`src/rtl/usec_timer_pkg.sv`:
```
package usec_timer_pkg;

    localparam int NUM_CH   = 4;
    localparam int WORD_W   = 32;
    localparam int ADDR_W   = 5;
    localparam int COUNT_W  = 2 * WORD_W;
    localparam int CMP_BASE = 3;

    typedef enum logic [2:0] {
        SLOT_FLAGS  = 3'd0,
        SLOT_CNT_LO = 3'd1,
        SLOT_CNT_HI = 3'd2,
        SLOT_CMP0   = 3'd3,
        SLOT_CMP1   = 3'd4,
        SLOT_CMP2   = 3'd5,
        SLOT_CMP3   = 3'd6,
        SLOT_NONE   = 3'd7
    } slot_e;

    typedef struct packed {
        logic [WORD_W-1:0] rdata;
        logic              err;
        logic [WORD_W-1:0] shadow;
    } port_state_t;

endpackage

```
`src/rtl/usec_tick_gen.sv`:
```
module usec_tick_gen #(
    parameter int DIV = 250
) (
    input  logic clk,
    input  logic rst_n,
    output logic tick_o
);
    localparam int CW = (DIV > 1) ? $clog2(DIV) : 1;

    logic [CW-1:0] cnt_d, cnt_q;
    logic          wrap;

    always_comb begin
        wrap  = (cnt_q == CW'(DIV - 1));
        cnt_d = wrap ? '0 : cnt_q + 1'b1;
    end

    always_ff @(posedge clk) begin
        if (!rst_n) cnt_q <= '0;
        else        cnt_q <= cnt_d;
    end

    assign tick_o = wrap;
endmodule

```
`src/rtl/usec_count64.sv`:
```
module usec_count64 #(
    parameter int W = 64
) (
    input  logic         clk,
    input  logic         rst_n,
    input  logic         tick_i,
    output logic [W-1:0] count_o,
    output logic         fresh_o
);
    typedef struct packed {
        logic [W-1:0] count;
        logic         fresh;
    } cnt_state_t;

    cnt_state_t st_d, st_q;

    always_comb begin
        st_d       = st_q;
        st_d.fresh = tick_i;
        if (tick_i) st_d.count = st_q.count + 1'b1;
    end

    always_ff @(posedge clk) begin
        if (!rst_n) st_q <= '0;
        else        st_q <= st_d;
    end

    assign count_o = st_q.count;
    assign fresh_o = st_q.fresh;
endmodule

```
`src/rtl/usec_match_ch.sv`:
```
module usec_match_ch #(
    parameter int CMP_W = 32
) (
    input  logic             clk,
    input  logic             rst_n,
    input  logic             fresh_i,
    input  logic [CMP_W-1:0] low_i,
    input  logic             load_i,
    input  logic [CMP_W-1:0] load_val_i,
    input  logic             clear_i,
    output logic [CMP_W-1:0] cmp_o,
    output logic             flag_o
);
    typedef struct packed {
        logic [CMP_W-1:0] cmp;
        logic             flag;
    } ch_state_t;

    ch_state_t st_d, st_q;
    logic      hit;

    always_comb begin
        st_d     = st_q;
        hit      = fresh_i && (low_i == st_q.cmp);
        if (load_i) st_d.cmp = load_val_i;
        st_d.flag = hit | (st_q.flag & ~clear_i);
    end

    always_ff @(posedge clk) begin
        if (!rst_n) st_q <= '0;
        else        st_q <= st_d;
    end

    assign cmp_o  = st_q.cmp;
    assign flag_o = st_q.flag;
endmodule

```
`src/rtl/usec_sys_timer.sv`:
```
module usec_sys_timer
    import usec_timer_pkg::*;
#(
    parameter int CLK_HZ  = 250_000_000,
    parameter int TICK_HZ = 1_000_000
) (
    input  logic              clk,
    input  logic              rst_n,
    input  logic              bus_sel,
    input  logic              bus_wr,
    input  logic [ADDR_W-1:0] bus_addr,
    input  logic [WORD_W-1:0] bus_wdata,
    output logic [WORD_W-1:0] bus_rdata,
    output logic              bus_err,
    output logic [NUM_CH-1:0] irq
);
    localparam int DIV = (CLK_HZ / TICK_HZ > 0) ? CLK_HZ / TICK_HZ : 1;

    logic                           tick;
    logic                           fresh;
    logic [COUNT_W-1:0]             count;
    logic [NUM_CH-1:0][WORD_W-1:0]  cmp_val;
    logic [NUM_CH-1:0]              flags;
    logic [NUM_CH-1:0]              ch_load;
    logic [NUM_CH-1:0]              ch_clear;
    slot_e                          slot;
    port_state_t                    port_d, port_q;

    usec_tick_gen #(.DIV(DIV)) u_tick (
        .clk    (clk),
        .rst_n  (rst_n),
        .tick_o (tick)
    );

    usec_count64 #(.W(COUNT_W)) u_count (
        .clk     (clk),
        .rst_n   (rst_n),
        .tick_i  (tick),
        .count_o (count),
        .fresh_o (fresh)
    );

    // Address decode: only word-aligned offsets map to a slot
    always_comb begin
        if (bus_addr[1:0] != 2'b00) slot = SLOT_NONE;
        else                        slot = slot_e'(bus_addr[4:2]);
    end

    generate
        for (genvar i = 0; i < NUM_CH; i++) begin : g_ch
            assign ch_load[i]  = bus_sel && bus_wr && (bus_addr[1:0] == 2'b00)
                                 && (bus_addr[4:2] == 3'(CMP_BASE + i));
            assign ch_clear[i] = bus_sel && bus_wr && (slot == SLOT_FLAGS) && bus_wdata[i];

            usec_match_ch #(.CMP_W(WORD_W)) u_ch (
                .clk        (clk),
                .rst_n      (rst_n),
                .fresh_i    (fresh),
                .low_i      (count[WORD_W-1:0]),
                .load_i     (ch_load[i]),
                .load_val_i (bus_wdata),
                .clear_i    (ch_clear[i]),
                .cmp_o      (cmp_val[i]),
                .flag_o     (flags[i])
            );
        end
    endgenerate

    always_comb begin
        port_d       = port_q;
        port_d.rdata = '0;
        port_d.err   = 1'b0;
        if (bus_sel) begin
            if (!bus_wr) begin
                unique case (slot)
                    SLOT_FLAGS:  port_d.rdata = WORD_W'(flags);
                    SLOT_CNT_LO: begin
                        port_d.rdata  = count[WORD_W-1:0];
                        port_d.shadow = count[COUNT_W-1:WORD_W];
                    end
                    SLOT_CNT_HI: port_d.rdata = port_q.shadow;
                    SLOT_NONE:   port_d.err   = 1'b1;
                    default: begin
                        for (int i = 0; i < NUM_CH; i++) begin
                            if (bus_addr[4:2] == 3'(CMP_BASE + i)) port_d.rdata = cmp_val[i];
                        end
                    end
                endcase
            end else begin
                if (slot == SLOT_CNT_LO || slot == SLOT_CNT_HI || slot == SLOT_NONE)
                    port_d.err = 1'b1;
            end
        end
    end

    always_ff @(posedge clk) begin
        if (!rst_n) port_q <= '0;
        else        port_q <= port_d;
    end

    assign bus_rdata = port_q.rdata;
    assign bus_err   = port_q.err;
    assign irq       = flags;
endmodule

```
`config.mk`:
```
export PLATFORM = sky130hd
export DESIGN_NAME = usec_sys_timer
export DESIGN_NICKNAME = d
export VERILOG_FILES = /design/src/rtl/usec_timer_pkg.sv /design/src/rtl/usec_tick_gen.sv /design/src/rtl/usec_count64.sv /design/src/rtl/usec_match_ch.sv /design/src/rtl/usec_sys_timer.sv
export SDC_FILE = /design/constraint.sdc
export NUM_CORES = 1
export LEC_CHECK = 0
export ABC_AREA = 1
export BUFFER_PORTS_ARGS = -buffer_cell sky130_fd_sc_hd__buf_2
export CELL_PAD_IN_SITES_DETAIL_PLACEMENT = 1
export CELL_PAD_IN_SITES_GLOBAL_PLACEMENT = 1
export CORE_MARGIN = 10
export CORE_UTILIZATION = 49
export CTS_BUF_LIST = sky130_fd_sc_hd__clkbuf_8
export DETAILED_ROUTE_END_ITERATION = 8
export GPL_TIMING_DRIVEN = 0
export PLACE_DENSITY = 0.95
export RECOVER_POWER = 25
export SETUP_SLACK_MARGIN = 0.5
export SLEW_MARGIN = 40
export SYNTH_ARGS = -nofsm -noshare
export SYNTH_HDL_FRONTEND = slang
export SYNTH_SLANG_ARGS = --single-unit
```
`constraint.sdc`:
```
create_clock -name clk -period 3.86 [get_ports clk]
set_input_delay 0.193 -clock clk [delete_from_list [all_inputs] [get_ports clk]]
set_output_delay 0.193 -clock clk [all_outputs]
set_load 0.01 [all_outputs]
```
# Word level (Yosys, flattened, before mapping)
# Index checks and enable logic that the tools add are counted.
# word_totals
ramBits	0
in_bits	41
output_inout_bits	37
mem_count	0
latch_bits	0
word_cells	76
regBits	270
mem_bits_ro	0
# classes
n_reduce_logical	24
n_mux	9
n_bitwise	15
n_addsub	2
n_lt_le_gt_ge	0
n_mul	0
n_eq_ne	12
n_div	0
shifts	0
# op_table
cell	count
32-bit equality test	4
32-bit 2-to-1 mux	4
32-bit one-hot mux with 4 select lines	1
64-bit by 1-bit adder with 64-bit output, second input constant	1
1-bit logical AND	15
3-bit equality test, second input constant	4
8-bit by 1-bit adder with 8-bit output, second input constant	1
8-bit equality test, second input constant	1
1-bit inverter	7
3-bit by 2-bit equality test with 1-bit output, second input constant	2
1-bit bitwise AND	4
1-bit bitwise OR	4
3-bit by 1-bit equality test with 1-bit output, second input constant	1
3-bit logical NOT	1
1-bit 2-to-1 mux	3
3-bit 2-to-1 mux	1
3-bit AND reduction	1
3-bit OR reduction	1
2-bit logical NOT	1
1-bit logical OR	2
2-bit AND reduction	1
2-bit nonzero test	1
2-bit OR reduction	1

# Longest topological paths before layout
# logic_depth
word_depth	8
depth_mapped	12
ltp_nobuf	12

# Hierarchy
# Synthesis repeated with hierarchy kept, for this count alone.
# hier_totals
cells_unflattened	2336
area_unflattened_um2	15165.8
# modules_own_cells
module	n_inst	seq_area_each_um2	area_per_inst_um2	cells_per_inst
usec_match_ch	4	660.6	1637.8	247
usec_sys_timer	1	1301.2	4292.9	669
usec_count64	1	1301.2	3931.3	626
usec_tick_gen	1	160.2	390.4	53

# Least setup slack after synthesis
# OpenSTA, ideal clock, no wires.
# synth_timing
path_kind	register to register
from	register u_tick.cnt_q[0]
to	register u_count.st_q (netlist bit u_count.count_o[59])
n_path_buf	0
t_arrival_ps	1411
t_required_ps	3747
setup_slack_ps	2336
period_less_slack_ps	1524
setup_ps	113
path_stages_with_launch	11
cell_sequence	dfxtp_1 > ha_1 > nand2_1 > nor2_4 > nand2_4 > nor2_4 > nand2_1 > nor2_2 > nand3_1 > nor2_1 > nor2_1
# synth_between
elab_chain_len	1
# synth_lines
element	line	source
from (decl)	usec_tick_gen.sv:10	logic [CW-1:0] cnt_d, cnt_q;
from (signal assigned)	usec_tick_gen.sv:20	else cnt_q <= cnt_d;
8-bit equality test	usec_tick_gen.sv:14	wrap = (cnt_q == CW'(DIV - 1));
to (signal assigned)	usec_count64.sv:25	else st_q <= st_d;
to (decl)	usec_count64.sv:15	cnt_state_t st_d, st_q;
# Every way passes these cells.
# A chain may end at the register's enable or synchronous reset.

# Worst setup path after layout
# Ends and elaborated chain as after synthesis.

==> results.ini <==
[status]
outcome=finished, final reports clean

[power_and_ir_drop]
p_sw_mw=1.59
pwr-share-clk_pct=47.5
vdd_drop_max_mv=0.362
p_sw_share_pct=26.2
intPower_mw=4.47
combPwrFrac_pct=6.0
seq_power_share_pct=46.5
power.total_mw=6.06
power.leakage_nw=6.19
cellPowerDensity_nw_per_um2=376

[global_route]
grt_pass1_vias=17129
antenna_found_initial=1
grt_first_pass_wirelength_mm=99.3
grt_overflow=0
track_usage_pct=35.5
grt_start_max_net_pins=13

[logic_synthesis]
ys.flop_type=dfxtp_1
synthDistinctLibCells=39
synth-seq-area-share_pct=38.5
avgSynthCellArea_um2=6.52
synth-seq-cells=270
synth-edff-count=0
synthArstFlopShare_pct=0
syn_nets=2193
synthCells=2149
syn_area_um2=14000
ys_warn_count=0

[worst_setup_path]
endpoint_kind=register
cp_common_cell=nand2_1
slowest_delay_ns=0.55
critPathTopFamily=simple AND/OR/NAND/NOR gates
crit_slowest_cell=nor2_1
critical_path_buf_inv_count=0
worstPathCellList=ha_1 -> nand2_1 -> nor2_1 -> nand2_4 -> nor2_4 -> nand2_1 -> nor2_2 -> nand3_1 -> nand2_1 -> nand2_1 -> nor2_1
cp_max_fo=9
critPathRequiredTime_ns=4.39
start_kind=register
worstSetupPathType=register to register
cp_data_arrival_time_ns=3.21

[sta]
maxSlewViolCount=0
setup_viol=0
max-slew-margin-rel_pct=36.0
finalSetupTns_ns=0
layout_min_cycle_time_ns=2.68
rsz0062_at_grt=false
finalCritPeriodShare_pct=69.4
max_clock_freq_mhz=373
skew_ns=0.0345
worst-slew-pin-transition_ns=0.960
hold_viol=0

[clock_tree]
cts_sinks=270
cts_made_buffers=49
clk_pin_slew_ns=0.06
cts_root_buf=clkbuf_8
cts_tree=yes
post-cts-setup-buffers=0
cts.htree.levels=2
clock_latency_ns=0.61
cts_buffer_depth=3

[layout]
layout_common_cells=461 x nand2_1, 323 x nor2_1, 270 x dfxtp_1
fillerInstances=3926
num_antenna_cells=0
fin_nets=2352
final_common_cell=nand2_1
area_delta_synth_final_pct=14.9
drive_gt1_share_pct=9.38

[floorplanning]
pin_count=78
coreArea_um2=28000
die_w_um=189
die_h_um=189
dieArea_um2=35800
start_util_pct=50.1
num_rows=61

[route]
first_pass_iters=6
viasPerCell=6.15
drcViolationCount=0
wirelength_mm=65.9
vias=16749
wl_per_cell_um=24.2
antenna_left=0
drt-initial-drc-count=1783

[place]
dpl.hpwl_mm=46.5
port_buffers=75
gp_congestion=1.03

[flow_run]
maxCapViolations=0

[hold_path]
min_path_type=input pin to register

-- metal layers --
layer / up-vias / track usage [%] / wire length (um)
met5: - / 0 / 0
met4: 0 / 22.4 / 4400
met3: 312 / 7.15 / 7250
met2: 1144 / 56.2 / 28900
met1: 8028 / 43.4 / 25300
li1: 7265 / - / -
-- synth_stat cells, drive strengths merged, types with 14 or more instances --
cell type,instances,area (um2)
a21oi,208,1040
buf,89,573
clkbuf,49,185
dfxtp,270,5410
inv,224,841
nand2,465,1760
nand3,59,300
nand4,61,388
nor2,338,1380
nor3,25,140
o21ai,277,1390
o22ai,31,194
xnor2,14,123
xor2,16,140
-- tightest hold or removal path: cells and delay by family --
kind            cells  cell delay [ns]
compound gates      2             0.21
buf+inv             1             0.17
-- what timing repair did --
item                                   CTS  global route
gates resized for setup                  0             0
hold buffers                            33             0
endpoints found under the hold margin  109             0
-- area by class of cell --
class	count	area, um2	area share [%]
Sequential cell	270	5410	33.5
Tap cell	378	473	2.94
Timing Repair Buffer	108	658	4.08
Clock inverter	24	124	0.769
Multi-Input combinational cell	1513	6950	43.1
Buffer	138	752	4.67
Clock buffer	65	895	5.55
Inverter	228	856	5.31
-- sequential cells by signal, summed over array words and instances (netlist names) --
signal / cells
g_ch.u_ch.cmp_o: 128
bus_rdata: 32
u_tick.cnt_q: 8
u_count.count_o: 64
u_count.fresh_o: 1
port_q: 32
g_ch.u_ch.flag_o: 4
bus_err: 1
-- final timing paths --
kind / start / end / slack (ns) / cells past startpoint
max: u_tick.cnt_q[0] / u_count.count_o[59] / 1.18 / 11
min: bus_wdata[19] / g_ch[0].u_ch.cmp_o[19] / 0.03 / 3
max reg2reg: u_tick.cnt_q[0] / u_count.count_o[59] / 1.18 / 11
min reg2reg: u_tick.cnt_q[0] / u_tick.cnt_q[0] / 0.49 / 1
-- stage by stage --
step	setup WS [ns]	hold WS, ns	utilization (%)	std cells	instance area (um2)
3_3_place_gp	1.71	0.449	53.1	2602	14900
2_1_floorplan	2.34	0.328	-	2149	14000
3_5_place_dp	1.60	0.480	53.1	2602	14900
4_1_cts	1.62	0.00165	57.9	2724	16200
6_report	1.18	0.0299	57.5	2724	16100
5_1_grt	1.08	0.0590	57.5	2724	16100
-- cells by family (layout without fill, tap and decap cells) --
logic type,Yosys count,count (layout),synth area share [%]
flip-flops,270,270,38.5
adder cells (fa/ha/maj),3,3,0.268
AND/OR/NAND/NOR,958,958,28.8
XOR/XNOR,30,30,1.87
buffers and inverters,366,563,11.5
AO/OA/AOI/OAI,522,522,19.0
-- power by group through the flow --
stage          logic, mW  clock network [mW]  registers, mW
2_1_floorplan      0.165                   0           2.88
3_3_place_gp       0.303                   0           2.88
3_5_place_dp       0.313                   0           2.88
4_1_cts            0.346                2.84           2.82
5_1_grt            0.377                3.01           2.82
6_report           0.363                2.88           2.82
(Power assumes the default switching activity.)
